`config.mk`:
```
export PLATFORM = sky130hd
export DESIGN_NAME = zft_sram
export DESIGN_NICKNAME = d
export VERILOG_FILES = /design/src/rtl/zft_pkg.sv /design/src/rtl/zft_ctrl.sv /design/src/rtl/zft_wbuf.sv /design/src/rtl/zft_array.sv /design/src/rtl/zft_sram.sv
export SDC_FILE = /design/constraint.sdc
export NUM_CORES = 2
export LEC_CHECK = 0
export ABC_CLOCK_PERIOD_IN_PS = 4900
export BUFFER_PORTS_ARGS = -buffer_cell sky130_fd_sc_hd__buf_2
export CORE_ASPECT_RATIO = 2
export CORE_MARGIN = 2
export CORE_UTILIZATION = 30
export CTS_BUF_LIST = sky130_fd_sc_hd__clkbuf_4 sky130_fd_sc_hd__clkbuf_8
export CTS_CLUSTER_DIAMETER = 30
export CTS_CLUSTER_SIZE = 28
export DETAILED_ROUTE_END_ITERATION = 7
export HOLD_SLACK_MARGIN = 0.12
export MAX_ROUTING_LAYER = met4
export PLACE_DENSITY_LB_ADDON = 0.15
export RECOVER_POWER = 100
export SYNTH_ARGS = -nofsm -noshare
export SYNTH_HDL_FRONTEND = slang
export SYNTH_MEMORY_MAX_BITS = 65536
export SYNTH_SLANG_ARGS = --single-unit
export TNS_END_PERCENT = 30
```
`constraint.sdc`:
```
create_clock -name clk -period 4.9 [get_ports clk]
set_clock_uncertainty 0.05 [all_clocks]
set_input_delay 0.49 -clock clk [delete_from_list [all_inputs] [get_ports clk]]
set_output_delay 0.49 -clock clk [all_outputs]
set_load 0.005 [all_outputs]
```
`src/rtl/zft_pkg.sv`:
```
`timescale 1ns/1ps
package zft_pkg;
  // kind of access captured at the last enabled edge
  typedef enum logic [1:0] {
    CYC_IDLE = 2'd0,
    CYC_RD   = 2'd1,
    CYC_WR   = 2'd2
  } cyc_e;
endpackage

```
`src/rtl/zft_ctrl.sv`:
```
`timescale 1ns/1ps
module zft_ctrl
  import zft_pkg::*;
#(
  parameter int AW    = 8,
  parameter int LANES = 2
) (
  input  logic             clk,
  input  logic             rst_n,
  input  logic             clk_en_n,
  input  logic             cs1_n,
  input  logic             cs2,
  input  logic             cs3_n,
  input  logic             ld_n,
  input  logic             we_n,
  input  logic [LANES-1:0] bw_n,
  input  logic [AW-1:0]    addr,
  input  logic             oe_n,
  input  logic             sleep,
  output logic [AW-1:0]    acc_addr,
  output logic [LANES-1:0] acc_lanes,
  output logic             cap_en,
  output logic             drive_en
);
  logic             en;
  logic             chip_sel;
  logic             start;
  logic             slp1_q, slp2_q;
  cyc_e             cyc_q, cyc_n;
  logic             prev_idle_q, prev_idle_n;
  logic [AW-1:0]    addr_q, addr_n;
  logic [LANES-1:0] lane_q, lane_n;

  assign en = ~clk_en_n;

  // command decode
  always_comb begin
    chip_sel    = ~cs1_n & cs2 & ~cs3_n;
    start       = chip_sel & ~ld_n & ~slp2_q;
    cyc_n       = CYC_IDLE;
    if (start) cyc_n = we_n ? CYC_RD : CYC_WR;
    prev_idle_n = (cyc_q == CYC_IDLE);
    addr_n      = start ? addr : addr_q;
    lane_n      = start ? ~bw_n : lane_q;
  end

  always_ff @(posedge clk or negedge rst_n) begin
    if (!rst_n) begin
      cyc_q       <= CYC_IDLE;
      prev_idle_q <= 1'b1;
      addr_q      <= '0;
      lane_q      <= '0;
    end else if (en) begin
      cyc_q       <= cyc_n;
      prev_idle_q <= prev_idle_n;
      addr_q      <= addr_n;
      lane_q      <= lane_n;
    end
  end

  // sleep request settles over two raw clock edges
  always_ff @(posedge clk or negedge rst_n) begin
    if (!rst_n) begin
      slp1_q <= 1'b0;
      slp2_q <= 1'b0;
    end else begin
      slp1_q <= sleep;
      slp2_q <= slp1_q;
    end
  end

  assign acc_addr  = addr_q;
  assign acc_lanes = lane_q;
  assign cap_en    = en & (cyc_q == CYC_WR);
  assign drive_en  = (cyc_q == CYC_RD) & ~prev_idle_q & ~oe_n & ~sleep & ~slp2_q;


  stall_hold_chk: assert property (@(posedge clk) disable iff (!rst_n)
    clk_en_n |=> ($stable(cyc_q) && $stable(addr_q) && $stable(lane_q)));


  wr_phase_quiet_chk: assert property (@(posedge clk) disable iff (!rst_n)
    (cyc_q == CYC_WR) |-> !drive_en);


  first_after_idle_chk: assert property (@(posedge clk) disable iff (!rst_n)
    ((cyc_q == CYC_IDLE) && !clk_en_n) |=> !drive_en);


  sleep_block_chk: assert property (@(posedge clk) disable iff (!rst_n)
    (slp2_q && !clk_en_n) |=> (cyc_q == CYC_IDLE));
endmodule

```
`src/rtl/zft_wbuf.sv`:
```
`timescale 1ns/1ps
module zft_wbuf #(
  parameter int AW     = 8,
  parameter int LANES  = 2,
  parameter int LANE_W = 9
) (
  input  logic                    clk,
  input  logic                    rst_n,
  input  logic                    cap_en,
  input  logic [AW-1:0]           cap_addr,
  input  logic [LANES-1:0]        cap_lanes,
  input  logic [LANES*LANE_W-1:0] din,
  input  logic [AW-1:0]           rd_addr,
  input  logic [LANES*LANE_W-1:0] arr_word,
  output logic                    commit_en,
  output logic [AW-1:0]           commit_addr,
  output logic [LANES-1:0]        commit_lanes,
  output logic [LANES*LANE_W-1:0] commit_data,
  output logic [LANES*LANE_W-1:0] rd_word
);
  localparam int DW = LANES * LANE_W;

  logic             hold_v_q;
  logic [AW-1:0]    hold_addr_q;
  logic [LANES-1:0] hold_lane_q;
  logic [DW-1:0]    hold_data_q;
  logic             hit;

  always_ff @(posedge clk or negedge rst_n) begin
    if (!rst_n) hold_v_q <= 1'b0;
    else if (cap_en) hold_v_q <= 1'b1;
  end

  always_ff @(posedge clk) begin
    if (cap_en) begin
      hold_addr_q <= cap_addr;
      hold_lane_q <= cap_lanes;
      hold_data_q <= din;
    end
  end

  // the old held word retires as the new one arrives
  assign commit_en    = cap_en & hold_v_q;
  assign commit_addr  = hold_addr_q;
  assign commit_lanes = hold_lane_q;
  assign commit_data  = hold_data_q;

  assign hit = hold_v_q && (hold_addr_q == rd_addr);

  for (genvar l = 0; l < LANES; l++) begin : g_fwd
    assign rd_word[l*LANE_W +: LANE_W] = (hit && hold_lane_q[l])
                                         ? hold_data_q[l*LANE_W +: LANE_W]
                                         : arr_word[l*LANE_W +: LANE_W];
  end


  hold_sticky_chk: assert property (@(posedge clk) disable iff (!rst_n)
    hold_v_q |=> hold_v_q);


  hold_only_on_cap_chk: assert property (@(posedge clk) disable iff (!rst_n)
    (hold_v_q && !cap_en) |=> ($stable(hold_addr_q) && $stable(hold_data_q) && $stable(hold_lane_q)));
endmodule

```
`src/rtl/zft_array.sv`:
```
`timescale 1ns/1ps
module zft_array #(
  parameter int DEPTH  = 256,
  parameter int LANES  = 2,
  parameter int LANE_W = 9,
  parameter int AW     = $clog2(DEPTH)
) (
  input  logic                    clk,
  input  logic                    we,
  input  logic [AW-1:0]           waddr,
  input  logic [LANES-1:0]        wlanes,
  input  logic [LANES*LANE_W-1:0] wdata,
  input  logic [AW-1:0]           raddr,
  output logic [LANES*LANE_W-1:0] rdata
);
  for (genvar l = 0; l < LANES; l++) begin : g_lane
    logic [LANE_W-1:0] mem [DEPTH];

    always_ff @(posedge clk) begin
      if (we && wlanes[l]) mem[waddr] <= wdata[l*LANE_W +: LANE_W];
    end

    assign rdata[l*LANE_W +: LANE_W] = mem[raddr];
  end
endmodule

```
`src/rtl/zft_sram.sv`:
```
`timescale 1ns/1ps
module zft_sram #(
  parameter int DEPTH  = 256,
  parameter int LANES  = 2,
  parameter int LANE_W = 9,
  localparam int AW    = $clog2(DEPTH),
  localparam int DW    = LANES * LANE_W
) (
  input  logic             clk,
  input  logic             rst_n,
  input  logic             clk_en_n,
  input  logic             cs1_n,
  input  logic             cs2,
  input  logic             cs3_n,
  input  logic             ld_n,
  input  logic             we_n,
  input  logic [LANES-1:0] bw_n,
  input  logic [AW-1:0]    addr,
  input  logic             oe_n,
  input  logic             sleep,
  input  logic [DW-1:0]    din,
  output logic [DW-1:0]    dout,
  output logic             dout_en
);
  logic [1:0]       rst_sync_q;
  logic             rst_n_i;
  logic [AW-1:0]    acc_addr;
  logic [LANES-1:0] acc_lanes;
  logic             cap_en;
  logic             drive_en;
  logic             commit_en;
  logic [AW-1:0]    commit_addr;
  logic [LANES-1:0] commit_lanes;
  logic [DW-1:0]    commit_data;
  logic [DW-1:0]    arr_word;
  logic [DW-1:0]    rd_word;

  // asynchronous assertion, synchronous release
  always_ff @(posedge clk or negedge rst_n) begin
    if (!rst_n) rst_sync_q <= 2'b00;
    else        rst_sync_q <= {rst_sync_q[0], 1'b1};
  end
  assign rst_n_i = rst_sync_q[1];

  zft_ctrl #(.AW(AW), .LANES(LANES)) u_ctrl (
    .clk(clk), .rst_n(rst_n_i), .clk_en_n(clk_en_n),
    .cs1_n(cs1_n), .cs2(cs2), .cs3_n(cs3_n), .ld_n(ld_n), .we_n(we_n),
    .bw_n(bw_n), .addr(addr), .oe_n(oe_n), .sleep(sleep),
    .acc_addr(acc_addr), .acc_lanes(acc_lanes), .cap_en(cap_en), .drive_en(drive_en)
  );

  zft_wbuf #(.AW(AW), .LANES(LANES), .LANE_W(LANE_W)) u_wbuf (
    .clk(clk), .rst_n(rst_n_i), .cap_en(cap_en), .cap_addr(acc_addr),
    .cap_lanes(acc_lanes), .din(din), .rd_addr(acc_addr), .arr_word(arr_word),
    .commit_en(commit_en), .commit_addr(commit_addr), .commit_lanes(commit_lanes),
    .commit_data(commit_data), .rd_word(rd_word)
  );

  zft_array #(.DEPTH(DEPTH), .LANES(LANES), .LANE_W(LANE_W), .AW(AW)) u_array (
    .clk(clk), .we(commit_en), .waddr(commit_addr), .wlanes(commit_lanes),
    .wdata(commit_data), .raddr(acc_addr), .rdata(arr_word)
  );

  assign dout_en = drive_en;
  assign dout    = drive_en ? rd_word : '0;


  reset_quiet_chk: assert property (@(posedge clk)
    !rst_n_i |=> !dout_en);
endmodule

```
# Word level (Yosys, flattened, before mapping)
# Memories as Yosys holds them, arrays and structs flattened.
# Cells that the tools add are included.
totals:
  ff_bits: 46
  ram_bits: 4608
  in_bits: 38
  output_inout_bits: 19
  memories: 2
op_classes:
  eq_ne: 3
  n_mux: 9
  bitwise: 19
  reduce_logical: 7
memory_table:
  columns: ["memory", "depth", "word_bits", "rd", "rd_clocked_by_memory_dff", "write_ports", "line", "source"]
  rows:
  - ["u_array.g_lane[0].mem", 256, 9, 1, 0, 1, "zft_array.sv:17", "logic [LANE_W-1:0] mem [DEPTH];"]
  - ["u_array.g_lane[1].mem", 256, 9, 1, 0, 1, "zft_array.sv:17", null]
ops:
  columns: ["operator", "n"]
  rows:
  - ["$mux W18", 1]
  - ["$mux W9", 2]
  - ["$and A1 B1 Y1", 10]
  - ["$eq A8 B8 Y1", 1]
  - ["$not A1 Y1", 8]
  - ["$logic_and A1 B1 Y1", 5]
  - ["$mux W1", 4]
  - ["$mux W2", 2]
  - ["$eq A2 B1 Y1 const B", 1]
  - ["$eq A2 B2 Y1 const B", 1]
  - ["$logic_not A2 Y1", 1]
  - ["$not A2 Y2", 1]
  - ["$reduce_and A2 Y1", 1]

# Longest topological paths before layout
depth:
  ltp_word: 6
  mapped_depth: 15
  ltp_nobuf: 8

# Hierarchy
# From an unflattened synthesis, not the netlist that was laid out.
hier_totals:
  cells_unflattened: 8621
  area_unflattened_um2: 181363.9
modules_own_cells:
  columns: ["mod", "instances", "cells_each", "area_each_um2"]
  rows:
  - ["zft_array", 1, 8493, 179345.8]
  - ["zft_wbuf", 1, 66, 1216.2]
  - ["zft_ctrl", 1, 40, 606.8]
  - ["zft_sram", 1, 22, 195.2]

# Least setup slack after synthesis
# No wires, ideal clock.
synth_path:
  path_kind: "input to register"
  start: "in clk_en_n"
  end: "mem u_array.g_lane[1].mem[176][0], enable pin"
  setup_ns: 0.374
  t_arrival_ns: 4.451
  t_required_ns: 4.476
  setup_slack_ns: 0.024
  path_stages: 7
  path_buffers: 3
  cell_sequence: "nor3b_1 > and3_1 > clkbuf_1 > clkbuf_1 > nand4_1 > clkbuf_1 > nor2_1"
synth_via:
  elab_chain_cells: 6
synth_lines:
  columns: ["element", "line", "source"]
  rows:
  - ["start, declared", "zft_sram.sv:11", "input logic clk_en_n,"]
  - ["$not A1 Y1 (no line)", null, null]
  - ["$and A1 B1 Y1", "zft_ctrl.sv:74", "assign cap_en = en & (cyc_q == CYC_WR);"]
  - ["$and A1 B1 Y1", "zft_wbuf.sv:43", "assign commit_en = cap_en & hold_v_q;"]
  - ["$logic_and A1 B1 Y1", "zft_array.sv:20", "if (we && wlanes[l]) mem[waddr] <= wdata[l*LANE_W +: LANE_W];"]
  - ["$mux W1", "zft_array.sv:20", null]
  - ["$mux W1 (not written as such)", "zft_array.sv:20", null]
  - ["end, declared", "zft_array.sv:17", null]
# No other way between the ends.

# Worst setup path in the final report
layout_path:
  start: "reg u_ctrl.addr_q[0], in the netlist u_ctrl.acc_addr[0]"
  end: "out dout[15]"
layout_via:
  elab_chain_cells: 5
layout_lines:
  columns: ["element", "line", "source"]
  rows:
  - ["start, declared", "zft_ctrl.sv:31", "logic [AW-1:0] addr_q, addr_n;"]
  - ["start signal, assigned", "zft_ctrl.sv:56", "addr_q <= addr_n;"]
  - ["branches (longest 3 deep; another with $mem_v2 Z256 W9)", null, null]
  - ["$mux W9 *", "zft_wbuf.sv:52", "? hold_data_q[l*LANE_W +: LANE_W]"]
  - ["$mux W18 *", "zft_sram.sv:65", "assign dout = drive_en ? rd_word : '0;"]
  - ["end, declared", "zft_sram.sv:22", "output logic [DW-1:0] dout,"]
# Every way passes the cells marked *.

==> flow_summary.toml <==
[drt]
vias = 96500
avgViaCountPerCell = 5.18
wirelength_mm = 706
antenna_left = 0
drc = 0
drt_pass1_iterations = 6
dr.first_iter.drc_count = 8368
avgRoutedWirePerCell_um = 37.9

[grt]
track_usage_pct = 23.4
grt_pass1_vias = 102000
grt_antenna_before_repair = 31
grt_max_degree = 160
grt_first_pass_wirelength_mm = 929
grt_overflow = 0

[timing]
max_slew_margin_pct = -136
layout_min_cycle_time_ps = 5480
fin_crit_sh_pct = 112
rsz0062_at_grt = "yes"
worst_pin_slew_ps = 3550
max_freq_mhz = 182
finalHoldViolCount = 0
slew_violations = 321
worst_slack_ps = -583
setup_violations = 18
tns_ps = -8220

[final_layout]
drive_gt1_share_pct = 34.8
layout.cells.non_filler = 18600
fillers = 55800
finalInstanceArea_um2 = 217000
seq_area_um2 = 140000
nNetsFinal = 10200
multi_input_area_um2 = 39200
syn2layout_area_growth_pct = 20.1

[critical_path]
cp_top_family = "buffers and inverters"
cpMaxStageDelayCell = "mux4_2"
crit_path_cell_trace = "buf_6 > buf_16 > buf_16 > clkbuf_16 > mux4_2 > a22oi_2 > buf_4 > a21o_4 > a21oi_1 > nand4b_1 > buf_6 > o211ai_1 > buf_4 > buf_2"
required_ps = 4360
cp.arrival_ps = 4940
crit_buf_inv = 8
crit_fanout = 7
critPathCaptureType = "output pin"
path_class = "flop to output pin"
slowest_delay_ps = 580
startpoint_type = "flop"

[yosys]
syn_avg_cell_area_um2 = 21.0
netlist_instances = 8607
ys_types = 77
syn_nets = 8645
ys_seq_area_share_pct = 77.3
ys_async_sr_fraction_pct = 0.387
synth-seq-cells = 4654
ys_warn_count = 0
synth_ff_type = "edfxtp_1"
synth_edf_count = 4636
netlist_area_um2 = 181000

[clocking]
htreeDepth = 6
cts.clk_slew.worst_paths_ps = 100
cts_sinks = 4654
cts_tree = "built"
cts_max_path_buffers = 5
cts_buffers = 628
cts_root_buf = "clkbuf_8"
clk_latency_ps = 1240

[power_and_ir_drop]
ir_worst_vdd_mv = 0.254
leakage_uw = 0.0683
powerDensity_nw_per_um2 = 431
finalPower_uw = 93600

[placed_design]
placed_area_um2 = 198000
pre_cts_slack_ps = -764
placed_cells = 17200
hpwl_mm = 487
place.gp.congestion = 0.903
io_buffers = 56

[die]
core_area_um2 = 601000
start_util_pct = 30.1
die-area_um2 = 609000
rows = 403
fp.dieW_um = 553
die_y_mm = 1.10
pin_count = 57

[run_status]
outcome = "finished, violations left"
violations = "capacitance limit, slew limit, setup timing"

[flow_run]
max_cap_violations = 5

[worst_hold_path]
hold_path_class = "primary input to flop"
-- per-stage QoR --
step | hold slack (ps) | utilization [%]
3_5_place_dp | 229 | 33.0
3_3_place_gp | 227 | 33.0
5_1_grt | 214 | 36.1
6_report | 245 | 36.1
4_1_cts | 124 | 35.8
2_1_floorplan | 144 | -
-- timing repair --
action / CTS / global route
gates resized for setup: 291 / 182
setup endpoints to repair: 18 / 18
hold endpoints to repair: 42 / 0
buffers inserted: 35 / 107
cloned: 11 / 14
hold buffers: 68 / 0
pin swaps: 20 / 42
-- per-layer routing --
metal | vias to the layer above | GRT usage (%) | part of all wire (%)
met2 | 3416 | 43.0 | 55
li1 | 39200 | - | -
met4 | 0 | 19.5 | 10
met3 | 1559 | 2.66 | 3.9
met1 | 52300 | 21.5 | 31
met5 | - | - | 0
-- power by group --
| group | internal (µW) | leakage [µW] | switching, µW | total, µW |
|---|---|---|---|---|
| clock network | 17300 | 0.00706 | 16700 | 34000 |
| registers | 43100 | 0.0419 | 95.5 | 43200 |
| logic | 6360 | 0.0193 | 10000 | 16400 |
| total | 66800 | 0.0683 | 26700 | 93600 |
-- area by class of cell --
cell class	instances	share of cell area, %
Timing Repair Buffer	1493	6.49
Clock inverter	423	2.29
Clock buffer	682	4.20
Sequential cell	4654	64.3
Multi-Input combinational cell	3416	18.1
Tap cell	7897	4.55
Antenna cell	46	0.0530
Inverter	8	0.0184
-- final timing paths --
check                                                      start                                       to  slack [ps]  cells after the start
worst min-delay path                                     addr[0]           u_ctrl.acc_addr[0]$_DFFE_PN0P_         240                      3
max in group asynchronous                rst_sync_q[1]$_DFF_PN0_           u_ctrl.acc_addr[2]$_DFFE_PN0P_        3630                      0
min in group asynchronous                rst_sync_q[1]$_DFF_PN0_              u_ctrl.cyc_q[1]$_DFFE_PN0N_         380                      0
worst max-delay path              u_ctrl.acc_addr[0]$_DFFE_PN0P_                                 dout[15]        -580                     14
worst min register to register           rst_sync_q[0]$_DFF_PN0_                  rst_sync_q[1]$_DFF_PN0_         290                      0
worst max register to register  u_wbuf.commit_data[17]$_DFFE_PP_  u_array.g_lane[1].mem[240][8]$_DFFE_PP_         940                      2
-- worst min-delay path: cells and delay by family --
kind                   cells  cell delay, ps
muxes                      1             260
buffers and inverters      2             670
-- sequential cells by signal (all words and copies together) (netlist names) --
signal / cells
u_ctrl.cyc_q: 2
u_wbuf.commit_lanes: 2
u_ctrl.acc_addr: 8
u_array.g_lane.mem: 4608
u_wbuf.hold_v_q: 1
rst_sync_q: 2
u_wbuf.commit_data: 18
u_ctrl.slp1_q: 1
u_ctrl.prev_idle_q: 1
u_ctrl.slp2_q: 1
u_wbuf.commit_addr: 8
u_ctrl.acc_lanes: 2
-- cell usage after synthesis (all sizes together) (24+ instances only) --
| library cell | number | share of area [%] |
|---|---|---|
| a2111oi | 30 | 0.15 |
| a211oi | 48 | 0.20 |
| a21oi | 86 | 0.24 |
| a22o | 24 | 0.12 |
| a22oi | 77 | 0.32 |
| buf | 314 | 1.5 |
| clkbuf | 216 | 0.45 |
| edfxtp | 4636 | 77 |
| mux2i | 504 | 2.8 |
| mux4 | 971 | 12 |
| nand2 | 178 | 0.37 |
| nand3 | 82 | 0.23 |
| nand4 | 37 | 0.13 |
| nor2 | 656 | 1.4 |
| nor3 | 53 | 0.15 |
| nor4 | 36 | 0.12 |
| o21ai | 91 | 0.25 |
| o221ai | 90 | 0.44 |
| o22ai | 198 | 0.69 |
-- placed cells by master (no fill, tap or decap), types with 67 or more instances in the layout --
| cell type | count |
|---|---|
| buf_4 | 1124 |
| inv_6 | 70 |
| mux2i_1 | 492 |
| buf_12 | 118 |
| bufinv_16 | 78 |
| nor2_1 | 639 |
| o221ai_1 | 81 |
| edfxtp_1 | 4636 |
| clkinv_2 | 67 |
| nand2_1 | 156 |
| mux4_2 | 957 |
| dlygate4sd3_1 | 68 |
| clkbuf_8 | 638 |
| o22ai_1 | 178 |
| o21ai_0 | 69 |
| a21oi_1 | 74 |
-- cells by family (layout without fill, tap and decap cells) --
group / after synthesis / count (layout) / synth area share [%]
XOR/XNOR: 8 / 8 / 0.0388
other: 1 / 47 / 0.00207
flip-flops: 4654 / 4654 / 77.3
buffers and inverters: 538 / 2606 / 1.93
AO/OA/AOI/OAI: 764 / 764 / 2.94
AND/OR/NAND/NOR: 1148 / 1149 / 2.78
multiplexers: 1494 / 1494 / 15.0
(Power assumes the default switching activity.)
